===== src/rtl/sm4_pkg.sv =====
package sm4_pkg;

    localparam int NUM_ROUNDS = 32;
    localparam int WORD_W     = 32;
    localparam int NUM_WORDS  = 4;
    localparam int BLOCK_W    = NUM_WORDS * WORD_W;
    localparam int RND_W      = $clog2(NUM_ROUNDS);
    localparam int BYTE_W     = 8;

    typedef enum logic [1:0] {
        ST_IDLE  = 2'd0,
        ST_ROUND = 2'd1,
        ST_DONE  = 2'd2
    } core_state_e;

    // Affine map into the inversion field: column i is the image of input bit i.
    localparam logic [63:0] INTO_COLS = {8'h12, 8'h09, 8'h49, 8'hA2,
                                         8'h56, 8'hE5, 8'h73, 8'h06};
    localparam logic [7:0]  INTO_K    = 8'h01;
    // Affine map back out of the inversion field.
    localparam logic [63:0] OUTOF_COLS = {8'hBF, 8'hDD, 8'hAF, 8'hDC,
                                          8'hB6, 8'hFA, 8'hA9, 8'h3C};
    localparam logic [7:0]  OUTOF_K    = 8'h34;
    // Constant of the affine step that follows inversion.
    localparam logic [7:0]  MID_K      = 8'h63;
    // Reduction remainder of the inversion field polynomial.
    localparam logic [7:0]  FIELD_RED  = 8'h1B;

    function automatic logic [7:0] gf_mul(input logic [7:0] a, input logic [7:0] b);
        logic [7:0] acc;
        logic [7:0] sh;
        acc = '0;
        sh  = a;
        for (int i = 0; i < BYTE_W; i++) begin
            if (b[i]) acc = acc ^ sh;
            sh = {sh[6:0], 1'b0} ^ (sh[7] ? FIELD_RED : 8'h00);
        end
        return acc;
    endfunction

    // Multiplicative inverse as x^254; zero maps to zero.
    function automatic logic [7:0] gf_inv(input logic [7:0] x);
        logic [7:0] p2, p3, p6, p12, p15, p30, p60, p120, p240, p252;
        p2   = gf_mul(x, x);
        p3   = gf_mul(p2, x);
        p6   = gf_mul(p3, p3);
        p12  = gf_mul(p6, p6);
        p15  = gf_mul(p12, p3);
        p30  = gf_mul(p15, p15);
        p60  = gf_mul(p30, p30);
        p120 = gf_mul(p60, p60);
        p240 = gf_mul(p120, p120);
        p252 = gf_mul(p240, p12);
        return gf_mul(p252, p2);
    endfunction

    function automatic logic [7:0] col_map(input logic [63:0] cols,
                                           input logic [7:0]  k,
                                           input logic [7:0]  x);
        logic [7:0] r;
        r = k;
        for (int i = 0; i < BYTE_W; i++) begin
            if (x[i]) r = r ^ cols[i*BYTE_W +: BYTE_W];
        end
        return r;
    endfunction

    function automatic logic [7:0] rotl8(input logic [7:0] x, input int n);
        return (x << n) | (x >> (BYTE_W - n));
    endfunction

    function automatic logic [7:0] mid_affine(input logic [7:0] x);
        return x ^ rotl8(x, 1) ^ rotl8(x, 2) ^ rotl8(x, 3) ^ rotl8(x, 4) ^ MID_K;
    endfunction

    function automatic logic [WORD_W-1:0] rotl32(input logic [WORD_W-1:0] w, input int n);
        return (w << n) | (w >> (WORD_W - n));
    endfunction

endpackage


===== src/rtl/sm4_sbox.sv =====
module sm4_sbox
    import sm4_pkg::*;
(
    input  logic [BYTE_W-1:0] in_byte,
    output logic [BYTE_W-1:0] out_byte
);

    logic [BYTE_W-1:0] mapped_in;
    logic [BYTE_W-1:0] inverted;
    logic [BYTE_W-1:0] mixed;

    always_comb begin
        mapped_in = col_map(INTO_COLS, INTO_K, in_byte);
        inverted  = gf_inv(mapped_in);
        mixed     = mid_affine(inverted);
        out_byte  = col_map(OUTOF_COLS, OUTOF_K, mixed);
    end

endmodule


===== src/rtl/sm4_round.sv =====
module sm4_round
    import sm4_pkg::*;
(
    input  logic [WORD_W-1:0] oldest,
    input  logic [WORD_W-1:0] w1,
    input  logic [WORD_W-1:0] w2,
    input  logic [WORD_W-1:0] w3,
    input  logic [WORD_W-1:0] rkey,
    output logic [WORD_W-1:0] fresh
);

    localparam int NBYTES = WORD_W / BYTE_W;

    logic [WORD_W-1:0] mix_in;
    logic [WORD_W-1:0] subst;

    assign mix_in = w1 ^ w2 ^ w3 ^ rkey;

    for (genvar g = 0; g < NBYTES; g++) begin : g_sbox
        sm4_sbox u_sbox (
            .in_byte (mix_in[g*BYTE_W +: BYTE_W]),
            .out_byte(subst[g*BYTE_W +: BYTE_W])
        );
    end

    always_comb begin
        fresh = oldest ^ subst
              ^ rotl32(subst, 2)
              ^ rotl32(subst, 10)
              ^ rotl32(subst, 18)
              ^ rotl32(subst, 24);
    end

endmodule


===== src/rtl/sm4_ctrl.sv =====
module sm4_ctrl
    import sm4_pkg::*;
(
    input  logic             clk,
    input  logic             rst_n,
    input  logic             start,
    output logic             load,
    output logic             step,
    output logic             last,
    output logic             fin,
    output logic [RND_W-1:0] rnd
);

    localparam logic [RND_W-1:0] LAST_RND = RND_W'(NUM_ROUNDS - 1);

    core_state_e state_q, state_d;
    logic [RND_W-1:0] rnd_q;

    // next-state logic
    always_comb begin
        state_d = state_q;
        unique case (state_q)
            ST_IDLE:  if (start) state_d = ST_ROUND;
            ST_ROUND: if (rnd_q == LAST_RND) state_d = ST_DONE;
            ST_DONE:  state_d = ST_IDLE;
            default:  state_d = ST_IDLE;
        endcase
    end

    // state register and round counter
    always_ff @(posedge clk or negedge rst_n) begin
        if (!rst_n) begin
            state_q <= ST_IDLE;
            rnd_q   <= '0;
        end else begin
            state_q <= state_d;
            if (state_q == ST_IDLE)
                rnd_q <= '0;
            else if (state_q == ST_ROUND && rnd_q != LAST_RND)
                rnd_q <= rnd_q + RND_W'(1);
        end
    end

    // outputs
    always_comb begin
        load = 1'b0;
        step = 1'b0;
        last = 1'b0;
        fin  = 1'b0;
        unique case (state_q)
            ST_IDLE:  load = start;
            ST_ROUND: begin
                step = 1'b1;
                last = (rnd_q == LAST_RND);
            end
            ST_DONE:  fin = 1'b1;
            default:  ;
        endcase
    end

    assign rnd = rnd_q;

endmodule


===== src/rtl/sm4_iter_core.sv =====
module sm4_iter_core
    import sm4_pkg::*;
(
    input  logic               clk,
    input  logic               rst_n,
    input  logic               start,
    input  logic               decrypt,
    input  logic [127:0]       din,
    output logic [4:0]         key_idx,
    input  logic [31:0]        key_word,
    output logic [127:0]       dout,
    output logic               done
);

    localparam logic [RND_W-1:0] LAST_RND = RND_W'(NUM_ROUNDS - 1);

    logic             load, step, last, fin;
    logic [RND_W-1:0] rnd;
    logic             dec_q;
    logic [WORD_W-1:0] win_q [NUM_WORDS];
    logic [WORD_W-1:0] fresh;
    logic [BLOCK_W-1:0] res_q;

    sm4_ctrl u_ctrl (
        .clk  (clk),
        .rst_n(rst_n),
        .start(start),
        .load (load),
        .step (step),
        .last (last),
        .fin  (fin),
        .rnd  (rnd)
    );

    sm4_round u_round (
        .oldest(win_q[0]),
        .w1    (win_q[1]),
        .w2    (win_q[2]),
        .w3    (win_q[3]),
        .rkey  (key_word),
        .fresh (fresh)
    );

    // key order: ascending for encryption, descending for decryption
    assign key_idx = dec_q ? (LAST_RND - rnd) : rnd;

    // word window and mode register
    always_ff @(posedge clk or negedge rst_n) begin
        if (!rst_n) begin
            dec_q <= 1'b0;
            for (int i = 0; i < NUM_WORDS; i++) win_q[i] <= '0;
        end else if (load) begin
            dec_q <= decrypt;
            for (int i = 0; i < NUM_WORDS; i++)
                win_q[i] <= din[BLOCK_W-1-i*WORD_W -: WORD_W];
        end else if (step) begin
            for (int i = 0; i < NUM_WORDS-1; i++) win_q[i] <= win_q[i+1];
            win_q[NUM_WORDS-1] <= fresh;
        end
    end

    // result register: newest word at the top, oldest kept word at the bottom
    always_ff @(posedge clk or negedge rst_n) begin
        if (!rst_n)
            res_q <= '0;
        else if (last)
            res_q <= {fresh, win_q[3], win_q[2], win_q[1]};
    end

    assign dout = res_q;
    assign done = fin;

endmodule


===== config.mk =====
export PLATFORM = sky130hd
export DESIGN_NAME = sm4_iter_core
export DESIGN_NICKNAME = d
export VERILOG_FILES = /design/src/rtl/sm4_pkg.sv /design/src/rtl/sm4_sbox.sv /design/src/rtl/sm4_round.sv /design/src/rtl/sm4_ctrl.sv /design/src/rtl/sm4_iter_core.sv
export SDC_FILE = /design/constraint.sdc
export NUM_CORES = 2
export LEC_CHECK = 0
export BUFFER_PORTS_ARGS = -buffer_cell sky130_fd_sc_hd__buf_2
export CAP_MARGIN = 0
export CORE_UTILIZATION = 50
export CTS_CLUSTER_DIAMETER = 100
export DETAILED_ROUTE_END_ITERATION = 12
export PLACE_DENSITY = 0.67
export SYNTH_ARGS = -nofsm -noshare
export SYNTH_HDL_FRONTEND = slang
export SYNTH_SLANG_ARGS = --single-unit

===== constraint.sdc =====
create_clock -name clk -period 26.5 [get_ports clk]
set_input_delay 0 -clock clk [delete_from_list [all_inputs] [get_ports clk]]
set_output_delay 0 -clock clk [all_outputs]
set_load 0.02 [all_outputs]

* After elaboration in Yosys (flattened, before gate mapping)
Cells that the tools add are included.
** Cells by class
- $add $sub $neg :: 2
- Equality and inequality tests :: 6
- Muxes and demuxes :: 736
- Bitwise gates (word level) :: 720
- Reduce and logical (&&, ||, !) cells :: 5
** Operators by type and width (count)
- 8-bit two-way mux :: 388
- 8-bit bitwise XOR :: 324
- 8-bit by 5-bit bitwise XOR with 8-bit output :: 308
- 5-bit two-way mux :: 315
- 128-bit two-way mux :: 2
- 32-bit bitwise XOR :: 8
- 7-bit two-way mux :: 12
- 6-bit NOT :: 12
- 5-bit NOT :: 12
- 4-bit NOT :: 12
- 32-bit by 10-bit bitwise OR with 32-bit output :: 1
- 32-bit by 18-bit bitwise OR with 32-bit output :: 1
- 32-bit by 2-bit bitwise OR with 32-bit output :: 1
- 32-bit by 24-bit bitwise OR with 32-bit output :: 1
- 8-bit by 1-bit bitwise OR with 8-bit output :: 4
- 8-bit by 2-bit bitwise OR with 8-bit output :: 4
- 8-bit by 3-bit bitwise OR with 8-bit output :: 4
- 8-bit by 4-bit bitwise OR with 8-bit output :: 4
- 7-bit NOT :: 4
- 6-bit two-way mux :: 4
- 3-bit NOT :: 8
- 2-bit NOT with 5-bit output :: 4
- 4-bit two-way mux :: 4
- 2-bit NOT :: 8
- other kinds (15) :: 24
** Storage, ports and cells
- Register bits after elaboration :: 264
- Input port bits :: 164
- Output and inout port bits :: 134
- Word-level logic and storage cells :: 1477

* Depth between registers and ports, before layout
- Depth after elaboration :: 221
- Depth in mapped cells :: 86
- Mapped depth without buffers :: 79

* By module
A second synthesis with hierarchy kept.
** Second synthesis, totals
- Cells, all modules :: 7818
- Area, all modules :: 67527.3 µm²
** Modules (own cells, without submodules)
- sm4_sbox :: instances 4, cells an instance 1690, area an instance 13520.5 µm², seq. area each 0.0 µm²
- sm4_iter_core :: instances 1, cells an instance 832, area an instance 10875.4 µm², seq. area each 6431.2 µm²
- sm4_round :: instances 1, cells an instance 192, area an instance 2204.6 µm², seq. area each 0.0 µm²
- sm4_ctrl :: instances 1, cells an instance 34, area an instance 365.4 µm², seq. area each 175.2 µm²

* Least setup slack after synthesis
No wires, ideal clock.
- Path kind :: register to register
- Start :: register win_q[61] in the netlist's numbering
- End :: register res_q[114], in the netlist dout[114]
- Library setup time :: 130 ps
- Arrival :: 20976 ps
- Data required time :: 26370 ps
- Path slack :: 5394 ps
- Cell stages (with the launch flop) :: 83
- Buffers on the path :: 13
- Clock period less this slack :: 21106 ps
- Cells stage by stage :: dfrtp_1 -> xnor2_1 -> xor2_2 -> xnor2_1 -> buf_2 -> xnor2_1 -> clkbuf_1 -> inv_1 -> ha_1 -> clkbuf_1 -> xnor2_1 -> xnor2_1 -> nand2_1 -> o21a_1 -> or3_1 -> nand2_1 -> xnor3_1 -> xor2_1 -> [... 47 more ...] -> xnor3_1 -> xnor2_2 -> xnor2_1 -> mux2_1 -> a22oi_1 -> xnor3_1 -> buf_2 -> xor2_2 -> nor2_1 -> xnor2_1 -> xnor3_1 -> xnor3_2 -> xnor3_1 -> xnor3_2 -> xnor3_1 -> xnor3_2 -> xnor3_1 -> o21ai_1
** Between the ends
- Word-level cells in the longest chain between the ends :: 196
- Elaborated cells on any way between the ends :: 347
- Classes of those cells :: 173 x mux; 174 x bitwise
** RTL lines
- start, declared :: line sm4_iter_core.sv:20 : logic [WORD_W-1:0] win_q [NUM_WORDS];
- start signal, assigned by index :: line sm4_iter_core.sv:55 : win_q[i] <= din[BLOCK_W-1-i*WORD_W -: WORD_W];
- start signal, assigned by index :: line sm4_iter_core.sv:58 : win_q[NUM_WORDS-1] <= fresh;
- 32-bit bitwise XOR * (3 in series) :: line sm4_round.sv:17 : assign mix_in = w1 ^ w2 ^ w3 ^ rkey;
- 7-bit two-way mux * :: line sm4_pkg.sv:63 : if (x[i]) r = r ^ cols[i*BYTE_W +: BYTE_W];
- 2-bit NOT (no source line)
- 4-bit two-way mux :: line sm4_pkg.sv:63
- 5-bit two-way mux :: line sm4_pkg.sv:63
- 8-bit two-way mux :: line sm4_pkg.sv:35 : if (b[i]) acc = acc ^ sh;
- 8-bit bitwise XOR :: line sm4_pkg.sv:35
- 8-bit two-way mux :: line sm4_pkg.sv:35
- [... 178 more ...]
- 6-bit NOT (no source line)
- 8-bit two-way mux :: line sm4_pkg.sv:63
- 6-bit NOT (no source line)
- 8-bit two-way mux :: line sm4_pkg.sv:63
- 7-bit NOT (no source line)
- 8-bit two-way mux * :: line sm4_pkg.sv:63
- 32-bit by 24-bit bitwise OR with 32-bit output * :: line sm4_pkg.sv:77 : return (w << n) | (w >> (WORD_W - n));
- 32-bit bitwise XOR * :: line sm4_round.sv:31 : ^ rotl32(subst, 24);
- end signal, assigned :: line sm4_iter_core.sv:67 : res_q <= {fresh, win_q[3], win_q[2], win_q[1]};
- end, declared :: line sm4_iter_core.sv:22 : logic [BLOCK_W-1:0] res_q;
Every way passes the cells marked *; elsewhere a longest branch is shown, timed or not.
A chain may end at the register's enable or synchronous reset.

* Final worst setup path
- Start :: register win_q[2] in the netlist's numbering
- End :: register res_q[103], in the netlist dout[103]
** Between the ends
- Word-level cells in the longest chain between the ends :: 203
- Elaborated cells on any way between the ends :: 360
- Classes of those cells :: 178 x mux; 182 x bitwise
** RTL lines
- 32-bit bitwise XOR * (2 in series) :: line sm4_round.sv:17
- 8-bit two-way mux * :: line sm4_pkg.sv:63
- 7-bit two-way mux :: line sm4_pkg.sv:63
- 8-bit two-way mux * :: line sm4_pkg.sv:63
- 3-bit NOT (no source line)
- 7-bit two-way mux :: line sm4_pkg.sv:63
- 2-bit NOT (no source line)
- 4-bit two-way mux :: line sm4_pkg.sv:63
- [... 186 more ...]
- 8-bit two-way mux :: line sm4_pkg.sv:63
- 7-bit NOT (no source line)
- 8-bit two-way mux * :: line sm4_pkg.sv:63
- 32-bit bitwise XOR :: line sm4_round.sv:27 : fresh = oldest ^ subst
- 32-bit bitwise XOR * :: line sm4_round.sv:28 : ^ rotl32(subst, 2)
- 32-bit bitwise XOR * :: line sm4_round.sv:29 : ^ rotl32(subst, 10)
- 32-bit bitwise XOR * :: line sm4_round.sv:30 : ^ rotl32(subst, 18)
- 32-bit bitwise XOR * :: line sm4_round.sv:31
Marked as above.

==> impl_metrics.yaml <==
run_status:
  outcome: "completed"
synth:
  synth_common_cells: "xnor2_1 (1,328), nor2_1 (797), nand2_1 (743)"
  synth.most_common_cell: "xnor2_1"
  syn_area_um2: 61100
  avgSynthCellArea_um2: 8.72
  synth_area_leaders: "xnor2_1 (19%), xnor3_1 (11%), dfrtp_1 (11%)"
  yosysTopAreaCell: "xnor2_1"
  seq_area_frac_synth_pct: 10.8
  yosysWarnings: 0
  synth_edf_count: 0
  syn_inst: 7014
  ys_types: 144
  synthesis.nets: 7208
  synth_seq_cells: 264
  ys_async_sr_fraction_pct: 100
  synthFlopType: "dfrtp_1"
  synth_top_area_share_pct: 19.0
routing:
  drc: 0
  antenna_left: 0
  num_vias: 52207
  routedWlPerCell_um: 20.3
  wirelength_um: 180000
  drt_iter0_markers: 4896
  vias_per_cell: 5.88
  dr.pass1.iters: 8
floorplanning:
  die_w_um: 352
  die-area_um2: 124000
  die_h_um: 352
  initial_core_util_pct: 50.7
  core_um2: 121000
  io_pins: 298
  rows: 127
cells_and_area:
  ff_latch_area_um2: 6610
  fin_area_um2: 66200
  multi_input_area_um2: 52000
  nets: 7438
  area_growth_pct: 8.37
  nFillCells: 10919
  drive_gt1_share_pct: 15.8
worst_setup_path:
  cp_top_family: "XOR/XNOR gates"
  reg2reg_slack_ps: 1630
  end_kind: "flop"
  r2r_start: "win_q[2]"
  crit_fanout: 23
  r2r_cells: 74
  worstPathRequired_ps: 26970
  cpPeakStageDelay_ps: 850
  startpoint_type: "flop"
  worst_path_max_delay_cell: "xor3_1"
  path_buf_inv: 9
  crit_path_frequent_cell: "xnor2_1"
  cp_data_arrival_time_ps: 25350
  r2r-end: "dout[103]"
  worstSetupPathType: "flop to flop"
timing:
  post-route-min-period_ps: 24870
  rsz0062_at_grt: "false"
  slew_viol_final: 0
  min_period_over_period_pct: 93.9
  worst_pin_slew_ps: 1200
  finClkSkew_ps: 30.5
  setup_viol: 0
  hold_viol: 0
  tns_ps: 0
  max_slew_margin_pct: 19.6
  max_freq_ghz: 0.0402
placement:
  gp_congestion: 0.958
  hpwlAfterDp_um: 134000
  placed_area_um2: 63900
  io_buffers: 297
grt:
  overflow: 0
  grt_max_degree: 151
  grt_pass1_wl_um: 283000
  antenna_found_initial: 4
  grt_use_total_pct: 28.3
  grt_pass1_vias: 49458
cts:
  cts_root_buf: "clkbuf_16"
  cts_tree: "yes"
  clkLatencyLatePin_ps: 640
  h-tree-depth: 1
  cts_sinks: 264
  cts_buffer_depth: 3
  cts_buffers: 31
  clk_pin_slew_worst_paths_ps: 70
hold_path:
  hold_path_class: "primary input to asynchronous set/reset pin"
flow_run:
  max_cap_viol_count: 0
-- cell usage in the layout (no fill, tap or decap), types with 151 or more instances in the layout --
cell type and count:
buf_4 191, nor3_1 176, xnor3_1 305, mux2i_1 202, buf_2 296, o21ai_0 197
xor2_1 389, xnor2_1 1302, xnor2_2 151, dfrtp_1 264, nor2_1 796, a21oi_1 241
a22oi_1 158, nand2_1 743
-- cell families after synthesis --
logic type / share of synthesized area, %
adders and majority gates: 0.811
xor gates and xnor gates: 47.3
buffers and inverters: 4.67
DFF: 10.8
AOI/OAI and AO/OA: 13.9
and+or+nand+nor: 16.3
muxes: 6.19
-- state kept, by name, summed over array words and instances, names as in the netlist --
register	count
dout	128
dec_q	1
u_ctrl.state_q	2
u_ctrl.rnd	5
win_q	128
-- through the flow --
stage / hold slack (ps) / setup WS (ps) / util (%) / cells
after global routing: 136 / 3.42 / 54.9 / 8875
final: 82.2 / 1630 / 54.9 / 8875
after floorplan: -296 / 5390 / - / 7014
after detailed placement: 180 / 1100 / 53.0 / 8692
after global placement: 165 / 1390 / 53.0 / 8692
after CTS: 93.2 / 965 / 54.9 / 8874
-- what timing repair did --
action                     4_1_cts  5_1_grt
gates resized for setup          0        8
hold buffers                   131        0
hold endpoints to repair       243        0
setup endpoints to repair        0       60
buffers inserted                 0        0
-- worst max-delay path by stage --
stage | startpoint | to | slack, ps | depth (start not counted)
floorplan | win_q[61] | dout[114] | 5390 | 82
global placement | win_q[29] | dout[114] | 1390 | 73
detailed placement | win_q[29] | dout[114] | 1100 | 73
CTS | win_q[29] | dout[114] | 970 | 73
global route | win_q[5] | dout[117] | 3 | 75
finish | win_q[2] | dout[103] | 1630 | 74
-- cell type report --
cell class / instances / area share, %
sequential: 264 / 9.97
clock inverter: 13 / 0.238
antenna: 1 / 0.00378
inverter: 101 / 0.587
multi-input combinational: 6226 / 78.5
timing repair buffer: 620 / 6.43
tap: 1612 / 3.04
clock buffer: 38 / 1.27
-- worst register-to-register path: cells and delay by family (launching register included) --
family	cells	cell delay, ps
AND/OR/NAND/NOR	13	2150
AO/OA/AOI/OAI	5	850
buffers and inverters	9	2320
adder cells (fa/ha/maj)	6	2690
XOR/XNOR	40	15970
flip-flops	1	470
multiplexers	1	240
-- per-layer routing --
metal  vias to the layer above  global-route usage, %  share of wire, %
met1                     25370                   38.5                44
met2                      1850                   46.4                46
met4                         6                   8.54               3.2
met3                       294                   3.85               6.8
li1                      24687                      -                 -
met5                         -                      0             0.017
Power is not shown: default switching activity piles up to over one toggle a cycle in this logic, so the estimate is an artifact.
